--- config.mk ---
export PLATFORM = sky130hd
export DESIGN_NAME = colcmd_window_gen
export DESIGN_NICKNAME = d
export VERILOG_FILES = /design/src/rtl/ddr_win_pkg.sv /design/src/rtl/win_latency_calc.sv /design/src/rtl/win_bus_tracker.sv /design/src/rtl/win_delay_line.sv /design/src/rtl/win_burst_engine.sv /design/src/rtl/colcmd_window_gen.sv
export SDC_FILE = /design/constraint.sdc
export NUM_CORES = 1
export LEC_CHECK = 0
export ABC_AREA = 1
export BUFFER_PORTS_ARGS = -buffer_cell sky130_fd_sc_hd__buf_2
export CAP_MARGIN = 10
export CORE_ASPECT_RATIO = 1.5
export CORE_MARGIN = 4
export CORE_UTILIZATION = 50
export DETAILED_ROUTE_END_ITERATION = 10
export PLACE_DENSITY = 0.67
export SLEW_MARGIN = 40
export SYNTH_ARGS = -nofsm -noshare
export SYNTH_HDL_FRONTEND = slang
export SYNTH_HIERARCHICAL = 1
export SYNTH_SLANG_ARGS = --single-unit
--- constraint.sdc ---
create_clock -name clk -period 12.1 [get_ports clk]
set_input_delay 0.605 -clock clk [delete_from_list [all_inputs] [get_ports clk]]
set_output_delay 0.605 -clock clk [all_outputs]
set_load 0.05 [all_outputs]
--- src/rtl/ddr_win_pkg.sv ---
package ddr_win_pkg;

    localparam int CFG_W    = 3;
    localparam int MIN_CL   = 3;
    localparam int MAX_CL   = 6;
    localparam int MAX_AL   = 4;
    localparam int MAX_RL   = MAX_CL + MAX_AL;
    localparam int LAT_W    = $clog2(MAX_RL + 1);
    localparam int MAX_SPAN = 4;
    localparam int SPAN_W   = $clog2(MAX_SPAN + 1);
    localparam int CNT_W    = $clog2(MAX_SPAN);
    localparam int BEAT_W   = CNT_W + 1;

    typedef enum logic {
        DIR_RD = 1'b0,
        DIR_WR = 1'b1
    } dir_e;

    typedef struct packed {
        logic live;
        dir_e dir;
        logic bl8;
    } slot_t;

    function automatic logic [CFG_W-1:0] eff_cl(input logic [CFG_W-1:0] cl);
        if (int'(cl) < MIN_CL)      return CFG_W'(MIN_CL);
        else if (int'(cl) > MAX_CL) return CFG_W'(MAX_CL);
        else                        return cl;
    endfunction

    function automatic logic [CFG_W-1:0] eff_al(input logic [CFG_W-1:0] al);
        if (int'(al) > MAX_AL) return CFG_W'(MAX_AL);
        else                   return al;
    endfunction

    function automatic logic [SPAN_W-1:0] span_clks(input logic bl8);
        return bl8 ? SPAN_W'(MAX_SPAN) : SPAN_W'(MAX_SPAN / 2);
    endfunction

endpackage

--- src/rtl/win_latency_calc.sv ---
module win_latency_calc
    import ddr_win_pkg::*;
(
    input  logic [CFG_W-1:0]  cfg_cl,
    input  logic [CFG_W-1:0]  cfg_al,
    input  dir_e              dir,
    input  logic              bl8,
    output logic [LAT_W-1:0]  lead,
    output logic [SPAN_W-1:0] span
);
    logic [LAT_W-1:0] rd_lat;

    always_comb begin
        rd_lat = LAT_W'(eff_cl(cfg_cl)) + LAT_W'(eff_al(cfg_al));
        lead   = (dir == DIR_WR) ? rd_lat - LAT_W'(1) : rd_lat;
        span   = span_clks(bl8);
    end
endmodule

--- src/rtl/win_bus_tracker.sv ---
module win_bus_tracker
    import ddr_win_pkg::*;
#(
    parameter int OCC_W = MAX_RL + MAX_SPAN
) (
    input  logic              clk,
    input  logic              rst,
    input  logic              req,
    input  logic [LAT_W-1:0]  lead,
    input  logic [SPAN_W-1:0] span,
    output logic              accept,
    output logic              clash,
    output logic              busy_now
);
    localparam int CMP_W = LAT_W + 1;

    logic [OCC_W-1:0] occ_q;
    logic [OCC_W-1:0] shifted;
    logic [OCC_W-1:0] want;
    logic [CMP_W-1:0] lo;
    logic [CMP_W-1:0] hi;

    assign lo      = {1'b0, lead};
    assign hi      = lo + CMP_W'(span);
    assign shifted = {1'b0, occ_q[OCC_W-1:1]};

    for (genvar j = 0; j < OCC_W; j++) begin : g_want
        localparam logic [CMP_W-1:0] POS = CMP_W'(j);
        assign want[j] = (POS >= lo) && (POS < hi);
    end

    assign clash    = req && |(shifted & want);
    assign accept   = req && !clash;
    assign busy_now = occ_q[0];

    always_ff @(posedge clk) begin
        if (rst) occ_q <= '0;
        else     occ_q <= shifted | (accept ? want : '0);
    end
endmodule

--- src/rtl/win_delay_line.sv ---
module win_delay_line
    import ddr_win_pkg::*;
#(
    parameter int DEPTH    = 12,
    parameter int DM_BYTES = 2
) (
    input  logic                clk,
    input  logic                rst,
    input  logic                ins,
    input  logic [LAT_W-1:0]    ins_lead,
    input  slot_t               ins_slot,
    input  logic [DM_BYTES-1:0] ins_dm,
    output slot_t               head,
    output logic [DM_BYTES-1:0] head_dm
);
    slot_t [DEPTH-1:0]                slot_q, slot_nxt;
    logic  [DEPTH-1:0][DM_BYTES-1:0]  dm_q, dm_nxt;

    for (genvar i = 0; i < DEPTH; i++) begin : g_slot
        slot_t               up;
        logic [DM_BYTES-1:0] up_dm;
        logic                hit;
        if (i == DEPTH - 1) begin : g_top
            assign up    = '0;
            assign up_dm = '0;
        end else begin : g_mid
            assign up    = slot_q[i+1];
            assign up_dm = dm_q[i+1];
        end
        assign hit         = ins && (int'(ins_lead) == i + 1);
        assign slot_nxt[i] = hit ? ins_slot : up;
        assign dm_nxt[i]   = hit ? ins_dm : up_dm;
    end

    always_ff @(posedge clk) begin
        if (rst) begin
            slot_q <= '0;
            dm_q   <= '0;
        end else begin
            slot_q <= slot_nxt;
            dm_q   <= dm_nxt;
        end
    end

    assign head    = slot_q[0];
    assign head_dm = dm_q[0];
endmodule

--- src/rtl/win_burst_engine.sv ---
module win_burst_engine
    import ddr_win_pkg::*;
#(
    parameter int DM_BYTES = 2
) (
    input  logic                clk,
    input  logic                rst,
    input  slot_t               head,
    input  logic [DM_BYTES-1:0] head_dm,
    output logic                wr_en,
    output logic                rd_en,
    output logic [BEAT_W-1:0]   beat_idx,
    output logic [DM_BYTES-1:0] wr_dm
);
    logic                active_q;
    dir_e                dir_q;
    logic                bl8_q;
    logic [CNT_W-1:0]    cnt_q;
    logic [DM_BYTES-1:0] dm_q;
    logic [CNT_W-1:0]    last;

    assign last = CNT_W'(span_clks(bl8_q) - SPAN_W'(1));

    always_ff @(posedge clk) begin
        if (rst) begin
            active_q <= 1'b0;
            dir_q    <= DIR_RD;
            bl8_q    <= 1'b0;
            cnt_q    <= '0;
            dm_q     <= '0;
        end else if (head.live) begin
            active_q <= 1'b1;
            dir_q    <= head.dir;
            bl8_q    <= head.bl8;
            cnt_q    <= '0;
            dm_q     <= head_dm;
        end else if (active_q) begin
            if (cnt_q == last) begin
                active_q <= 1'b0;
                cnt_q    <= '0;
            end else begin
                cnt_q <= cnt_q + CNT_W'(1);
            end
        end
    end

    assign wr_en    = active_q && (dir_q == DIR_WR);
    assign rd_en    = active_q && (dir_q == DIR_RD);
    assign beat_idx = active_q ? {cnt_q, 1'b0} : '0;
    assign wr_dm    = wr_en ? dm_q : '0;
endmodule

--- src/rtl/colcmd_window_gen.sv ---
module colcmd_window_gen
    import ddr_win_pkg::*;
#(
    parameter int DEPTH    = 12,
    parameter int DM_BYTES = 2
) (
    input  logic                clk,
    input  logic                rst,
    input  logic                cmd_valid,
    input  logic                cmd_is_write,
    input  logic [DM_BYTES-1:0] cmd_dm,
    input  logic [2:0]          cfg_cl,
    input  logic [2:0]          cfg_al,
    input  logic                cfg_bl8,
    output logic                wr_en,
    output logic                rd_en,
    output logic [2:0]          beat_idx,
    output logic [DM_BYTES-1:0] wr_dm,
    output logic                overlap_err
);
    dir_e                cmd_dir;
    logic [LAT_W-1:0]    lead;
    logic [SPAN_W-1:0]   span;
    logic                accept;
    logic                clash;
    logic                bus_busy;
    slot_t               new_slot;
    slot_t               head;
    logic [DM_BYTES-1:0] head_dm;
    logic                err_q;

    assign cmd_dir  = cmd_is_write ? DIR_WR : DIR_RD;
    assign new_slot = '{live: 1'b1, dir: cmd_dir, bl8: cfg_bl8};

    win_latency_calc u_lat (
        .cfg_cl (cfg_cl),
        .cfg_al (cfg_al),
        .dir    (cmd_dir),
        .bl8    (cfg_bl8),
        .lead   (lead),
        .span   (span)
    );

    win_bus_tracker #(.OCC_W(MAX_RL + MAX_SPAN)) u_track (
        .clk      (clk),
        .rst      (rst),
        .req      (cmd_valid),
        .lead     (lead),
        .span     (span),
        .accept   (accept),
        .clash    (clash),
        .busy_now (bus_busy)
    );

    win_delay_line #(.DEPTH(DEPTH), .DM_BYTES(DM_BYTES)) u_dly (
        .clk      (clk),
        .rst      (rst),
        .ins      (accept),
        .ins_lead (lead),
        .ins_slot (new_slot),
        .ins_dm   (cmd_dm),
        .head     (head),
        .head_dm  (head_dm)
    );

    win_burst_engine #(.DM_BYTES(DM_BYTES)) u_eng (
        .clk      (clk),
        .rst      (rst),
        .head     (head),
        .head_dm  (head_dm),
        .wr_en    (wr_en),
        .rd_en    (rd_en),
        .beat_idx (beat_idx),
        .wr_dm    (wr_dm)
    );

    always_ff @(posedge clk) begin
        if (rst) err_q <= 1'b0;
        else     err_q <= clash;
    end

    assign overlap_err = err_q;
endmodule

==> results of run 1 <==
-- how the worst min path moves through the flow --
stage | end | cells after the start
6_report | u_dly/g_slot[5].up[0]$_SDFF_PP0_ | 2
5_1_grt | u_track/occ_q[5]$_SDFF_PP0_ | 2
4_1_cts | u_dly/g_slot[5].up[0]$_SDFF_PP0_ | 2
3_5_place_dp | u_dly/g_slot[9].up_dm[0]$_SDFF_PP0_ | 2
3_3_place_gp | u_dly/g_slot[5].up[0]$_SDFF_PP0_ | 2
2_1_floorplan | u_dly/g_slot[5].up[0]$_SDFF_PP0_ | 2
-- area by class of cell --
class                           instances  area (um2)  share of cell area [%]
Clock inverter                          6        90.1                    1.97
Tap cell                              105         131                    2.87
Clock buffer                           10         229                    5.00
Inverter                               76         287                    6.25
Multi-Input combinational cell        435        2130                    46.5
Timing Repair Buffer                   19        95.1                    2.08
Sequential cell                        81        1620                    35.4
-- metal layers --
| layer | track usage, % | wire length (um) | share of wire [%] |
|---|---|---|---|
| met1 | 22.4 | 3710 | 41 |
| met2 | 33.1 | 4600 | 51 |
| met3 | 4.20 | 383 | 4.2 |
| met4 | 10.7 | 364 | 4.0 |
| met5 | 0 | 0 | 0 |
-- report_power, final --
part           total [mW]  internal (mW)  switching (mW)
Combinational       0.228         0.0654           0.162
Sequential          0.300          0.290         0.00960
Clock               0.290          0.182           0.108
-- per-stage QoR --
step / worst slack (ns) / cell area [um2] / instances
after floorplan: 7.41 / 4170 / 617
after global placement: 6.03 / 4250 / 716
after detailed placement: 6.08 / 4250 / 716
after CTS: 6.44 / 4570 / 732
after global routing: 6.15 / 4580 / 732
final: 6.58 / 4580 / 732
-- cell usage in the layout (no fill, tap or decap), types with 2 or more instances in the layout --
cell type  instances
a211oi_1           3
a21oi_1           18
and2_1             3
buf_2             19
bufinv_16          2
clkbuf_16          9
clkinv_2           2
conb_1             4
dfxtp_1           81
fa_1               2
ha_1               7
inv_1             66
inv_2              8
inv_6              2
nand2_1          131
nand2_2            8
nand3_1           32
nand3_2            4
nand4_1           36
nor2_1           145
nor2_2            13
nor2_4             8
nor3_1             3
o21ai_0            8
-- flip-flops by register name (all words and copies together), names as in the netlist --
name / flops
u_dly/g_slot.up_dm: 22
u_eng/cnt_q: 2
overlap_err: 1
u_eng/dm_q: 2
u_dly/g_slot.up: 33
u_eng/active_q: 1
u_eng/bl8_q: 1
u_eng/dir_q: 1
u_dly/head: 3
u_track/occ_q: 13
u_dly/head_dm: 2
-- critical path: cells and delay by family --
kind	cells	cell delay, ns
AND/OR/NAND/NOR	15	1.94
AO/OA/AOI/OAI	2	0.68
adder cells (fa/ha/maj)	4	1.58
buffers and inverters	5	0.93
==> out/metrics.csv, run 1 <==
stage;metric;value;unit
outcome;status;completed;
setup_path;Worst setup startpoint;cfg_al[0];
timing;Final period util;45.6;%
floorplanning;die area;9880;um2
final_layout;number of fillers in the final layout;766;
final_layout;Layout Nets;644;
placed_design;Post-DP HPWL;6510;um
setup_path;Worst Path Required;12.32;ns
power;VDD IR-drop max;0.100;mV
final_layout;layout cell share with drive strength beyond 1;13.2;%
timing;Worst Hold Slack;0.457;ns
synth;Yosys warning count;6;
flow_run;max_cap viols;0;
route;DRT antenna net count;0;
final_layout;fin util;56.9;%
final_layout;synthesis-to-layout area growth;10.1;%
floorplanning;Cell Rows;40;
clock_network;Worst-path clk slew;0.06;ns
timing;Max-Slew Margin vs Limit;46.3;%
setup_path;critical-path maximum fanout;28;
clock_network;worst skew pair latency;0.33;ns
timing;fmax;181;MHz
setup_path;Critical R2R Capture;u_dly/g_slot[8].up[1]$_SDFF_PP0_;
grt;total grt overflow;0;
setup_path;RR Startpoint;u_track/occ_q[4]$_SDFF_PP0_;
floorplanning;Starting Density;51.7;%
power;static leakage;2.10;nW
clock_network;H-tree depth;3;
route;post-DR vias/cell;5.04;
timing;total negative slack;0;ns
timing;Worst Max-Slew Pin Slew;0.805;ns
timing;final hold vios;0;
setup_path;nature of the critical path endpoint;flop;
timing;endpoints failing setup;0;
setup_path;Critical Path End;u_dly/g_slot[8].up[1]$_SDFF_PP0_;
setup_path;worst r2r path cells;12;
clock_network;post-cts gate resize count;0;
setup_path;crit path DAT;5.74;ns
timing;worst clock skew;0.00615;ns
floorplanning;boundary pin count;21;
synth;cells after synthesis;616;
hold_path;hold_sp;u_dly/g_slot[6].up[0]$_SDFF_PP0_;
final_layout;# diodes;0;
route;Residual DRC;0;
timing;unrepaired setup endpoints after global routing;false;
clock_network;CTS Hold Bufs;0;
synth;Synth Cell Area;4160;um2
timing;Max Transition Viols Final;0;
route;Final Routed Wirelength;9060;um
route;drt pass-1 iters;7;
clock_network;Setup Buffers After CTS;0;
clock_network;total clock sinks;81;
clock_network;CTS buffer count;9;
placed_design;port buffer count;19;
floorplanning;core area;8060;um2
grt;initial antenna violation count;0;
setup_path;Worst Setup Path Type;input port to flop;
placed_design;RD Place Congestion;0.940;
setup_path;Reg2Reg Setup Slack;9.43;ns
grt;first-pass GRT wire length;15100;um
clock_network;clock root cell;clkbuf_16;
route;DR iter-0 viols;222;
setup_path;Crit-path slowest cell;inv_1;
power;Power Density;178;nW/um2
grt;Total Routing Usage GR;19.7;%
hold_path;min-delay worst type;flop to flop;
route;post-DR wirelength/cell;12.4;um
grt;vias in the first global route;3349;
setup_path;Critical Path Start Type;input port;
floorplanning;Die H;120;um
grt;largest net degree at the start of global routing;56;
setup_path;Crit path top cell by count;nand2_1;
power;Overall Power;0.818;mW
synth;Avg Cell Area, Syn;6.76;um2
clock_network;CTS tree;built;
clock_network;clk buf depth;2;
floorplanning;die width;82.5;um
route;vias;3688;
setup_path;CP max stage delay;0.62;ns
timing;final critical-path required period;5.52;ns
No activity file was read; power rests on OpenSTA's default activity.
==> run 2: changes to the inputs <==
- ABC_AREA: 1 -> 0
- PLACE_DENSITY: 0.67 -> 0.7
- clock period: 12.1 -> 4.5 ns (I/O delays scaled with it)
==> run 2 against run 1 <==
Critical path depth shrank 7. Worst hold slack worse by 0.35 ns. Die area shrank 1.5%. Register-to-register slack got worse by 7.0 ns. Flip-flop and latch count is the same. Sequential share of layout area down 0.85 points. Worst setup slack worse by 6.3 ns. Core utilization rose by 1.8 points. Routed wire length shrank 0.20%. Critical path type unchanged. Critical endpoint is now u_dly/g_slot[1].up_dm[1]$_SDFF_PP0_.
==> out/metrics.csv, run 2 <==
stage;metric;value;unit;change
final_layout;Layout Nets;471;;-27%
synth;Synth Cell Area;4100;um2;-1.6%
grt;total grt overflow;0;;unchanged
synth;cells after synthesis;420;;-32%
timing;unrepaired setup endpoints after global routing;false;;
clock_network;CTS buffer count;9;;unchanged
setup_path;worst r2r path cells;9;;-3
route;Residual DRC;0;;unchanged
power;switching share of power;30.6;%;-3.6 points
setup_path;Reg2Reg Setup Slack;2.39;ns;-7.04 ns
power;total net switching power;0.658;mW;+130%
setup_path;critical-path maximum fanout;7;;-75%
hold_path;min-delay worst type;input port to flop;;
floorplanning;Die H;119;um;-0.75%
final_layout;number of flip-flops in the largest register;33;;unchanged
final_layout;commonest cells after routing, fill and taps aside;dfxtp_1 (81), nand2b_1 (66), mux2i_1 (59), buf_4 (30), buf_2 (19);;
clock_network;total clock sinks;81;;unchanged
flow_run;max_cap viols;0;;unchanged
timing;Final period util;93.6;%;
timing;Worst Hold Slack;0.107;ns;-0.349 ns
clock_network;CTS tree;built;;
floorplanning;core area;8010;um2;-0.62%
power;static leakage;2.09;nW;-0.54%
timing;total negative slack;0;ns;unchanged
clock_network;H-tree depth;3;;unchanged
grt;Top Usage Layer GRT;met2;;
hold_path;hold_sp;cmd_dm[1];;
timing;final critical-path required period;4.21;ns;
grt;routing usage on met3;4.31;%;+0.11 points
timing;final hold vios;0;;unchanged
route;vias;3049;;-17%
timing;Worst Max-Slew Pin Slew;0.750;ns;-0.0548 ns
route;Final Routed Wirelength;9040;um;-0.20%
power;Clock Power Share;33.9;%;-1.6 points
grt;initial antenna violation count;0;;unchanged
route;post-DR wirelength/cell;16.2;um;+31%
final_layout;area taken by multi-input logic gates;2270;um2;+6.6%
power;VDD IR-drop max;0.257;mV;+160%
grt;largest net degree at the start of global routing;51;;-8.9%
power;Power Density;457;nW/um2;+160%
final_layout;# diodes;0;;unchanged
clock_network;clock root cell;clkbuf_16;;
timing;fmax;237;MHz;
route;DRT antenna net count;0;;unchanged
final_layout;Reg area;1620;um2;unchanged
setup_path;Worst Setup Path Type;input port to flop;;
route;drt pass-1 iters;4;;-3
placed_design;Post-DP HPWL;6450;um;-1.0%
floorplanning;die width;81.9;um;-0.72%
clock_network;clk buf depth;2;;unchanged
floorplanning;Starting Density;51.2;%;-0.51 points
outcome;status;completed;;
grt;grt met2 use;35.7;%;+2.5 points
floorplanning;die area;9730;um2;-1.5%
grt;grt met1 use;22.8;%;+0.33 points
final_layout;synthesis-to-layout area growth;14.6;%;
clock_network;Worst-path clk slew;0.06;ns;about the same
timing;worst clock skew;0.00408;ns;-0.00207 ns
timing;endpoints failing setup;0;;unchanged
timing;Max Transition Viols Final;0;;unchanged
setup_path;Worst Path Required;4.68;ns;-7.64 ns
floorplanning;boundary pin count;21;;unchanged
placed_design;port buffer count;19;;unchanged
grt;first-pass GRT wire length;15000;um;-0.46%
route;DR iter-0 viols;156;;-30%
hold_path;Worst Hold Endpoint;u_dly/g_slot[10].up_dm[1]$_SDFF_PP0_;;
timing;Max-Slew Margin vs Limit;50.0;%;+3.7 points
power;Reg power frac;36.7;%;about the same
grt;Total Routing Usage GR;20.1;%;+0.47 points
clock_network;worst skew pair latency;0.33;ns;about the same
synth;Avg Cell Area, Syn;9.75;um2;+44%
setup_path;RR Startpoint;u_track/occ_q[2]$_SDFF_PP0_;;
setup_path;Critical Path Start Type;input port;;
route;post-DR vias/cell;5.46;;+8.5%
floorplanning;Cell Rows;40;;unchanged
grt;vias in the first global route;3094;;-7.6%
final_layout;number of fillers in the final layout;720;;-6.0%
placed_design;RD Place Congestion;0.941;;+0.17%
final_layout;commonest non-fill, non-tap cell in the layout;dfxtp_1;;
power;Int Power;1.49;mW;+180%
final_layout;layout cell share with drive strength beyond 1;20.1;%;+6.9 points
synth;Yosys warning count;6;;unchanged
power;part of the power in combinational logic;29.4;%;+1.6 points
setup_path;Critical R2R Capture;u_dly/g_slot[1].up_dm[1]$_SDFF_PP0_;;
setup_path;crit path DAT;4.40;ns;-1.34 ns
hold_path;hold depth;2;;unchanged
setup_path;nature of the critical path endpoint;flop;;
## run 2: power groups by stage
stage,logic [mW],registers (mW),clock network (mW)
6_report,0.632,0.788,0.727
5_1_grt,0.687,0.792,0.767
4_1_cts,0.613,0.788,0.736
3_5_place_dp,0.610,0.803,0
3_3_place_gp,0.609,0.802,0
2_1_floorplan,0.421,0.800,0
## run 2: worst max-delay path by stage
stage | startpoint | to | slack (ns) | cells after the start
after global placement | cfg_cl[1] | u_dly/head_dm[1]$_SDFF_PP0_ | -0.04 | 19
final | cfg_cl[1] | u_dly/g_slot[1].up_dm[1]$_SDFF_PP0_ | 0.29 | 19
after detailed placement | cfg_cl[1] | u_dly/head[0]$_SDFF_PP0_ | -0.20 | 19
after global routing | cfg_cl[1] | u_dly/g_slot[1].up_dm[1]$_SDFF_PP0_ | 0.009 | 19
after CTS | cfg_cl[1] | u_dly/head[0]$_SDFF_PP0_ | 0.12 | 19
after floorplan | cfg_cl[0] | u_dly/head[0]$_SDFF_PP0_ | 0.19 | 20
## run 2: worst max-delay path, cell delays in order
cell and delay [ns]:
buf_2 0.10, o21ai_0 0.21, ha_1 0.21, inv_1 0.05, fa_1 0.46, ha_1 0.32, mux2i_2 0.26, fa_2 0.54
buf_4 0.19, nand2_1 0.11, a21oi_1 0.10, a31oi_1 0.19, o32ai_1 0.16, nor4_4 0.31, nand3_1 0.14, inv_1 0.12
nor3b_2 0.29, nand3_2 0.23, mux2i_1 0.18
## run 2: what timing repair did
action                                 4_1_cts  5_1_grt
resized for setup                            0        7
endpoints found under the hold margin        0        0
setup endpoints to repair                    0       60
setup buffers                                0        2
hold buffers                                 0        0
## run 2: final cells by class
| cell class | count | area share, % |
|---|---|---|
| Tap cell | 105 | 2.80 |
| Clock inverter | 3 | 0.853 |
| Inverter | 12 | 0.959 |
| Multi-Input combinational cell | 295 | 48.3 |
| Timing Repair Buffer | 50 | 7.06 |
| Clock buffer | 12 | 5.46 |
| Sequential cell | 81 | 34.5 |
## run 2: through the flow
stage / worst slack, ns / area [um2] / total power [mW] / instances / util (%)
global route: 0.00878 / 4690 / 2.25 / 558 / 58.6
CTS: 0.123 / 4660 / 2.14 / 556 / 58.2
global placement: -0.0395 / 4370 / 1.41 / 541 / 54.5
finish: 0.288 / 4690 / 2.15 / 558 / 58.6
detailed placement: -0.203 / 4370 / 1.41 / 541 / 54.5
floorplan: 0.188 / 4100 / 1.22 / 421 / -
## run 2: per-layer routing
metal / up-vias / part of all wire, %
met5: - / 0
met4: 0 / 2.8
met3: 16 / 2.8
met2: 49 / 54
met1: 1477 / 41
li1: 1507 / -
